File: src/rtl/tdc_pkg.sv
package tdc_pkg;
  localparam int unsigned TDC_TAPS  = 32;
  localparam int unsigned TDC_LINES = 4;
  localparam int unsigned TDC_CNT_W = 21;
endpackage

File: src/rtl/tdc_therm_enc.sv
// Lowest 1->0 boundary of a thermometer snapshot; flags none or several.
module tdc_therm_enc #(
  parameter int unsigned TAPS  = tdc_pkg::TDC_TAPS,
  localparam int unsigned TAP_W = $clog2(TAPS)
) (
  input  logic [TAPS-1:0]  taps_i,
  output logic [TAP_W-1:0] idx_o,
  output logic             bad_o
);
  logic [TAPS-1:0] bnd;

  assign bnd = ~taps_i & {taps_i[TAPS-2:0], 1'b1};

  always_comb begin
    idx_o = TAP_W'(TAPS - 1);
    for (int k = TAPS - 1; k >= 0; k--) begin
      if (bnd[k]) idx_o = TAP_W'(k);
    end
  end

  assign bad_o = (bnd == '0) || ((bnd & (bnd - 1'b1)) != '0);
endmodule

File: src/rtl/tdc_bubble_det.sv
// Flags more than one boundary; an edge-free line is legal here.
module tdc_bubble_det #(
  parameter int unsigned TAPS = tdc_pkg::TDC_TAPS
) (
  input  logic [TAPS-1:0] taps_i,
  output logic            multi_o
);
  logic [TAPS-1:0] bnd;

  assign bnd     = ~taps_i & {taps_i[TAPS-2:0], 1'b1};
  assign multi_o = (bnd & (bnd - 1'b1)) != '0;
endmodule

File: src/rtl/tdc_gray2bin.sv
module tdc_gray2bin #(
  parameter int unsigned W = tdc_pkg::TDC_CNT_W
) (
  input  logic [W-1:0] gray_i,
  output logic [W-1:0] bin_o
);
  for (genvar i = 0; i < W; i++) begin : g_bit
    assign bin_o[i] = ^(gray_i >> i);
  end
endmodule

File: src/rtl/tdc_stamp_enc.sv
module tdc_stamp_enc #(
  parameter int unsigned TAPS   = tdc_pkg::TDC_TAPS,
  parameter int unsigned LINES  = tdc_pkg::TDC_LINES,
  parameter int unsigned CNT_W  = tdc_pkg::TDC_CNT_W,
  localparam int unsigned TAP_W  = $clog2(TAPS),
  localparam int unsigned LINE_W = $clog2(LINES),
  localparam int unsigned FINE_W = TAP_W + LINE_W,
  localparam int unsigned OUT_W  = CNT_W + FINE_W
) (
  input  logic                  clk_i,
  input  logic                  rst_ni,
  input  logic                  hit_i,
  input  logic [LINES*TAPS-1:0] taps_i,
  input  logic [CNT_W-1:0]      cnt_early_i,
  input  logic [CNT_W-1:0]      cnt_late_i,
  output logic                  valid_o,
  output logic [OUT_W-1:0]      stamp_o,
  output logic                  err_o
);
  logic [TAP_W-1:0]  idx0;
  logic              bad0;
  logic [LINES-1:0]  multi;
  logic [LINE_W-1:0] ahead;
  logic [FINE_W-1:0] fine;
  logic [CNT_W-1:0]  early_bin, late_bin, coarse;
  logic              err_d;

  tdc_therm_enc #(.TAPS(TAPS)) i_enc0 (
    .taps_i (taps_i[TAPS-1:0]),
    .idx_o  (idx0),
    .bad_o  (bad0)
  );

  assign multi[0] = 1'b0;
  for (genvar l = 1; l < LINES; l++) begin : g_line
    tdc_bubble_det #(.TAPS(TAPS)) i_bub (
      .taps_i  (taps_i[l*TAPS +: TAPS]),
      .multi_o (multi[l])
    );
  end

  // Count leading lines already past the line-0 boundary tap
  always_comb begin
    ahead = '0;
    for (int l = 1; l < LINES; l++) begin
      ahead = ahead + LINE_W'(taps_i[l*TAPS + int'(idx0)]);
    end
  end

  assign fine  = {idx0, ahead};
  assign err_d = bad0 | (|multi);

  tdc_gray2bin #(.W(CNT_W)) i_g2b_early (.gray_i(cnt_early_i), .bin_o(early_bin));
  tdc_gray2bin #(.W(CNT_W)) i_g2b_late  (.gray_i(cnt_late_i),  .bin_o(late_bin));

  // Second half: early counter settled; first half: late counter, origin shifted by one
  assign coarse = fine[FINE_W-1] ? early_bin : late_bin - 1'b1;

  always_ff @(posedge clk_i or negedge rst_ni) begin
    if (!rst_ni) begin
      valid_o <= 1'b0;
      stamp_o <= '0;
      err_o   <= 1'b0;
    end else begin
      valid_o <= hit_i;
      if (hit_i) begin
        stamp_o <= {coarse, fine};
        err_o   <= err_d;
      end
    end
  end
endmodule

File: config.mk
export PLATFORM = sky130hd
export DESIGN_NAME = tdc_stamp_enc
export DESIGN_NICKNAME = d
export VERILOG_FILES = /design/src/rtl/tdc_pkg.sv /design/src/rtl/tdc_therm_enc.sv /design/src/rtl/tdc_bubble_det.sv /design/src/rtl/tdc_gray2bin.sv /design/src/rtl/tdc_stamp_enc.sv
export SDC_FILE = /design/constraint.sdc
export NUM_CORES = 1
export LEC_CHECK = 0
export BUFFER_PORTS_ARGS = -buffer_cell sky130_fd_sc_hd__buf_4
export CORE_UTILIZATION = 31
export DETAILED_ROUTE_END_ITERATION = 16
export GPL_ROUTABILITY_DRIVEN = 0
export SYNTH_ARGS = -nofsm -noshare
export SYNTH_HDL_FRONTEND = slang
export SYNTH_SLANG_ARGS = --single-unit
File: constraint.sdc
create_clock -name clk_i -period 1.8 [get_ports clk_i]
set_clock_uncertainty 0.1 [all_clocks]
set_input_delay 0.18 -clock clk_i [delete_from_list [all_inputs] [get_ports clk_i]]
set_output_delay 0.18 -clock clk_i [all_outputs]
set_load 0.02 [all_outputs]
; ---- After elaboration in Yosys (flattened, before gate mapping)
; Cells that the tools add are included.
[totals]
wordCells = 116
regBits = 30
in_bits = 173
[classes]
addsub = 10
n_bitwise = 13
n_mux = 38
n_reduce_logical = 49
magnitude_cmp = 3
[ops]
columns = op, n
row1 = 21-bit parity, 42
row2 = 32-bit AND, 8
row3 = 32-bit inverter, 4
row4 = 32-bit nonzero test, 4
row5 = "32-bit by 1-bit subtractor with 32-bit output, second input constant", 4
row6 = 5-bit two-way mux, 16
row7 = 32-bit zero test, 1
row8 = 4-bit two-way mux, 8
row9 = 1-bit binary-select mux with 7-bit select, 3
row10 = 21-bit two-way mux, 1
row11 = "21-bit by 1-bit subtractor with 21-bit output, second input constant", 1
row12 = "7-bit by 5-bit adder with 8-bit output, first input constant", 2
row13 = "8-bit < comparator, second input constant", 2
row14 = 3-bit two-way mux, 4
row15 = "7-bit by 8-bit < comparator with 1-bit output, second input constant", 1
row16 = "6-bit by 5-bit adder with 7-bit output, first input constant", 1
row17 = 1-bit two-way mux, 4
row18 = 2-bit two-way mux, 2
row19 = 3-bit OR reduction, 1
row20 = 1-bit by 1-bit adder with 2-bit output, 1
row21 = 2-bit by 1-bit adder with 2-bit output, 1
row22 = 1-bit logical OR, 1
row23 = 1-bit OR, 1

; ---- Longest topological paths before layout
[depth]
ltp_word = 38
ltp_mapped = 16
ltp_nobuf = 15

; ---- Modules after synthesis
; Synthesis repeated with hierarchy kept, for this count alone.
[hier_totals]
cells_unflattened = 820
area_unflattened_um2 = 6721.4
[modules_own_cells]
columns = module, area_each_um2, instances, cells_per_inst
row1 = tdc_stamp_enc, 2517.4, 1, 238
row2 = tdc_bubble_det, 714.4, 3, 108
row3 = tdc_therm_enc, 1059.8, 1, 176
row4 = tdc_gray2bin, 500.5, 2, 41

; ---- Least setup slack after synthesis
; OpenSTA, ideal clock, no wires.
[synth_timing]
path_type = input to register
from = input port cnt_late_i[19]
to = register stamp_o[27]
arrival_ns = 3.608
t_required_ns = 1.635
slack_ns = -1.972
stages = 12
setup_ns = 0.065
path_buffers = 0
path_cell_list = xnor3_2 -> xor3_2 -> xnor3_2 -> xnor2_1 -> xnor2_1 -> xnor2_1 -> xnor2_1 -> ha_1 -> nand3_4 -> or4_1 -> a31oi_1 -> mux2_2
[synth_between]
elab_chain_len = 3
[synth_rtl]
columns = element, line_no
row1 = start: declaration, tdc_stamp_enc.sv:15  ; input logic [CNT_W-1:0] cnt_late_i,
row2 = 21-bit parity, tdc_gray2bin.sv:8  ; assign bin_o[i] = ^(gray_i >> i);
row3 = 21-bit by 1-bit subtractor with 21-bit output (*), tdc_stamp_enc.sv:57  ; assign coarse = fine[FINE_W-1] ? early_bin : late_bin - 1'b1;
row4 = 21-bit two-way mux (*), tdc_stamp_enc.sv:57
row5 = end signal: assignment, tdc_stamp_enc.sv:67  ; stamp_o <= {coarse, fine};
row6 = end: declaration, tdc_stamp_enc.sv:17  ; output logic [OUT_W-1:0] stamp_o,
; Every way passes the cells marked *; elsewhere a longest branch is shown, timed or not.
; A chain may end at the register's enable or synchronous reset.

; ---- Final worst setup path
[layout_timing]
from = input port cnt_late_i[18]
to = register stamp_o[27]
; The elaborated chain is that of the path after synthesis.

==> summary.txt <==
Outcome
  • Status: complete, but fails checks
  • Failing checks: negative setup slack

Placed design
  • Buffers on Ports: around 200
  • Dpl hpwl: 20.1 mm
  • Placed Cells: around 1500
  • Area after DPL: 9750 um^2
  • Pre-CTS setup slack: -1.81 ns

Clocking
  • H-tree depth: 2
  • CTS buffer count: 5
  • Clk pin slew, worst setup/hold paths: approximately 0.05 ns
  • CTS tree: done
  • Clk Tree Root Cell: clkbuf_16
  • CTS max path bufs: 2
  • Clk sink count: 30
  • Clk_lat worst skew: 0.28 ns

Layout
  • Layout cells sized above 1: 0.496
  • Layout Cells excl Fill: 1520
  • Commonest non-fill, non-tap cell in the layout: buf_4
  • Antenna diodes: 0
  • Area growth, synth to finish: 88.2%
  • Design area: approximately 11000 um^2
  • # nets final: roughly 1500
  • FILL cells: 1620
  • Fin util: 0.605
  • Commonest non-fill, non-tap cells in the layout: buf_4, nand2_1, nor2_1, a21oi_1

Min path
  • Hold_sp: taps_i[91]
  • Worst Hold Class: input pin to flop

Yosys
  • #FFs+latches synth: 30
  • Count of different cell masters after synthesis: a little under 70
  • Synth Area in Compound Gates: 0.288
  • Mean Syn Cell Area: between 7 and 8 um^2
  • Sequential area share after synthesis: 0.134
  • Async SR Flop Fraction: 1.00
  • Mapped Area: ~5600 um^2
  • Ys flop type: dfrtp_1
  • Largest family of logic cells by synthesized area: compound AO/OA/AOI/OAI gates
  • Post-synthesis instance total: 789
  • Adder-Cell Fraction of Synth Area: 0.00579
  • Simple-gate share of the synthesized area: 0.258
  • Post-synth EDFFs: 0
  • Synth warnings: 0
  • Syn Nets: slightly below 1000
  • Mux share of post-synthesis cell area: 0.136
  • XOR/XNOR Fraction of Synth Area: 0.136

Worst setup path
  • Crit path required time: approximately 1.9 ns
  • RR Startpoint: stamp_o[0]$_DFFE_PN0P_
  • Crit-path most repeated cell: xnor2_2
  • CP delay by family, top: XOR/XNOR gates
  • Crit-path cells: buf_6 -> xnor3_2 -> xor3_2 -> xnor3_2 -> xnor2_4 -> xnor2_2 -> xnor2_2 -> xnor2_2 -> ha_4 -> nand3_4 -> or4_1 -> a31oi_1 -> mux2_4
  • Crit end category: flop
  • Crit path max fanout: 6
  • CP max stage delay: just under 0.5 ns
  • CP max stage cell: or4_1
  • Class of the most critical setup path: input pin to flop
  • Startpoint types: input pin
  • Crit path from: cnt_late_i[18]
  • Worst path buffer plus inverter count: 1
  • CP Data Arrival Time: around 3.4 ns
  • R2R Setup Slk: roughly 0.90 ns

Detailed routing
  • DR vias/cell: 5.17
  • Final ANT Viol Nets: 0
  • Vias: between 7000 and 8000
  • DR top layer: met4
  • 1st-iter DRT viols: 487
  • DRT Pass-1 Iters: 5
  • DR WL/cell: ~16 um
  • DR WL met2: between 10 and 15 mm
  • DRC: 0
  • Met3 routed WL: ~1.7 mm
  • Met1 wire length: roughly 11 mm
  • Post-Route WL: about 24 mm

Die
  • Ports: just over 200
  • DIE AREA: ~19000 um^2
  • Core area: 17500 um^2
  • Initial Utilization: 0.322
  • Die height: around 140 um
  • Rows: 48
  • Die width: about 140 um

STA
  • Period Utilization, post-route: 1.80
  • Measured slew at the worst slew-check pin: 0.606 ns
  • RSZ-0062 raised after global routing: true
  • Hold Vio Cnt, Final: 0
  • Setup TNS: -25.99 ns
  • Slew Limit Headroom: 0.596
  • Slew Viols, Final: 0
  • Final setup violating endpoints: 24
  • Final min period: between 3 and 4 ns
  • Fmax: a little over 300 MHz
  • Worst setup margin: -1.43 ns
  • Fin Hold WS: between 0.1 and 0.15 ns

Power
  • P per Cell Area: approximately 660 nW/um^2
  • Seq pwr share: 0.146
  • Internal: around 4.2 mW
  • Combinational share of power: 0.732
  • P_sw: 2.81 mW
  • Switching share of power: 0.404
  • Pleak: ~5 nW
  • Clk pwr share: 0.122
  • Worst vdd ir: roughly 0.00057 V
  • Final Power: roughly 7.0 mW

Global route
  • Total gr overflow: 0
  • Initial antenna violation count: 1
  • First-pass GRT wire length: between 30 and 40 mm
  • GRT Total Usage: 0.252
  • Vias in the first global route: around 7400
  • Pin count of the biggest net entering global routing: 50

Run
  • Max Cap Viol: 0
## timing repair
action	4_1_cts	5_1_grt
endpoints found under the hold margin	30	0
pin swaps	28	33
gates cloned	0	1
setup endpoints to repair	28	28
hold buffers	1	0
buffers inserted	13	12
gates resized for setup	55	61
## layout make-up
class | count | area, um^2 | area share
Clock inverter | 1 | 5.00 | 0.000473
Timing Repair Buffer | 522 | 4050 | 0.383
Tap cell | 225 | 282 | 0.0266
Multi-Input combinational cell | 697 | 5200 | 0.492
Sequential cell | 30 | 751 | 0.0709
Clock buffer | 7 | 143 | 0.0135
Inverter | 38 | 143 | 0.0135
## sequential cells by signal, indices dropped and copies added, names as in the netlist
| register | count |
|---|---|
| stamp_o | 28 |
| valid_o | 1 |
| err_o | 1 |
## routing by layer
layer	global-route usage	vias to the layer above
met4	0.0500	0
met3	0.0300	26
met1	0.350	3608
li1	-	3937
met5	0	-
met2	0.416	292
## cell usage after synthesis (all sizes together) (5+ instances only)
cell | n | area (um^2)
nand2 | 92 | 345
nor2 | 70 | 263
a21oi | 67 | 335
o21ai | 67 | 335
mux2i | 55 | 551
xnor2 | 39 | 402
inv | 38 | 143
dfrtp | 30 | 751
nand2b | 30 | 188
xor2 | 25 | 245
nor3 | 23 | 126
clkbuf | 22 | 82.6
nand3 | 20 | 113
mux2 | 15 | 169
a211oi | 14 | 105
a31oi | 14 | 87.6
nor2b | 14 | 87.6
o211ai | 13 | 97.6
nor4 | 9 | 56.3
nand4 | 8 | 50.1
and3 | 7 | 43.8
o21a | 7 | 52.6
o22ai | 6 | 37.5
o31ai | 6 | 45.0
o32ai | 6 | 52.6
or4 | 6 | 45.0
a2111oi | 5 | 43.8
a21o | 5 | 37.5
a22oi | 5 | 37.5
a311oi | 5 | 43.8
o221ai | 5 | 43.8
## logic make-up (layout without fill, tap and decap cells)
logic type      count (synthesis)  after routing
simple gates                  298            298
compound gates                255            256
mux                            72             72
xor+xnor                       69             69
buf+inv                        63            568
flops                          30             30
fa+ha+maj                       2              2
## power by group through the flow
stage	Clock (mW)	Sequential [mW]	Combinational, mW
after global placement	0	1.03	4.42
after floorplan	0	1.24	2.16
after detailed placement	0	1.03	4.47
final	0.853	1.02	5.11
after global routing	0.903	1.04	5.47
after CTS	0.866	1.02	4.80
## final timing paths
| check | depth (start not counted) | to |
|---|---|---|
| worst max-delay path | 13 | stamp_o[27]$_DFFE_PN0P_ |
| worst min-delay path | 3 | err_o$_DFFE_PN0P_ |
| worst max register to register | 1 | stamp_o[0]$_DFFE_PN0P_ |
| worst min register to register | 1 | stamp_o[22]$_DFFE_PN0P_ |
| max in group asynchronous | 2 | stamp_o[6]$_DFFE_PN0P_ |
| min in group asynchronous | 2 | stamp_o[7]$_DFFE_PN0P_ |
## tightest hold or removal path, delay by kind of cell
family                 cells  cell delay [ns]
buffers and inverters      1             0.13
AO/OA/AOI/OAI              2             0.14
No activity file was read; power rests on OpenSTA's default activity.
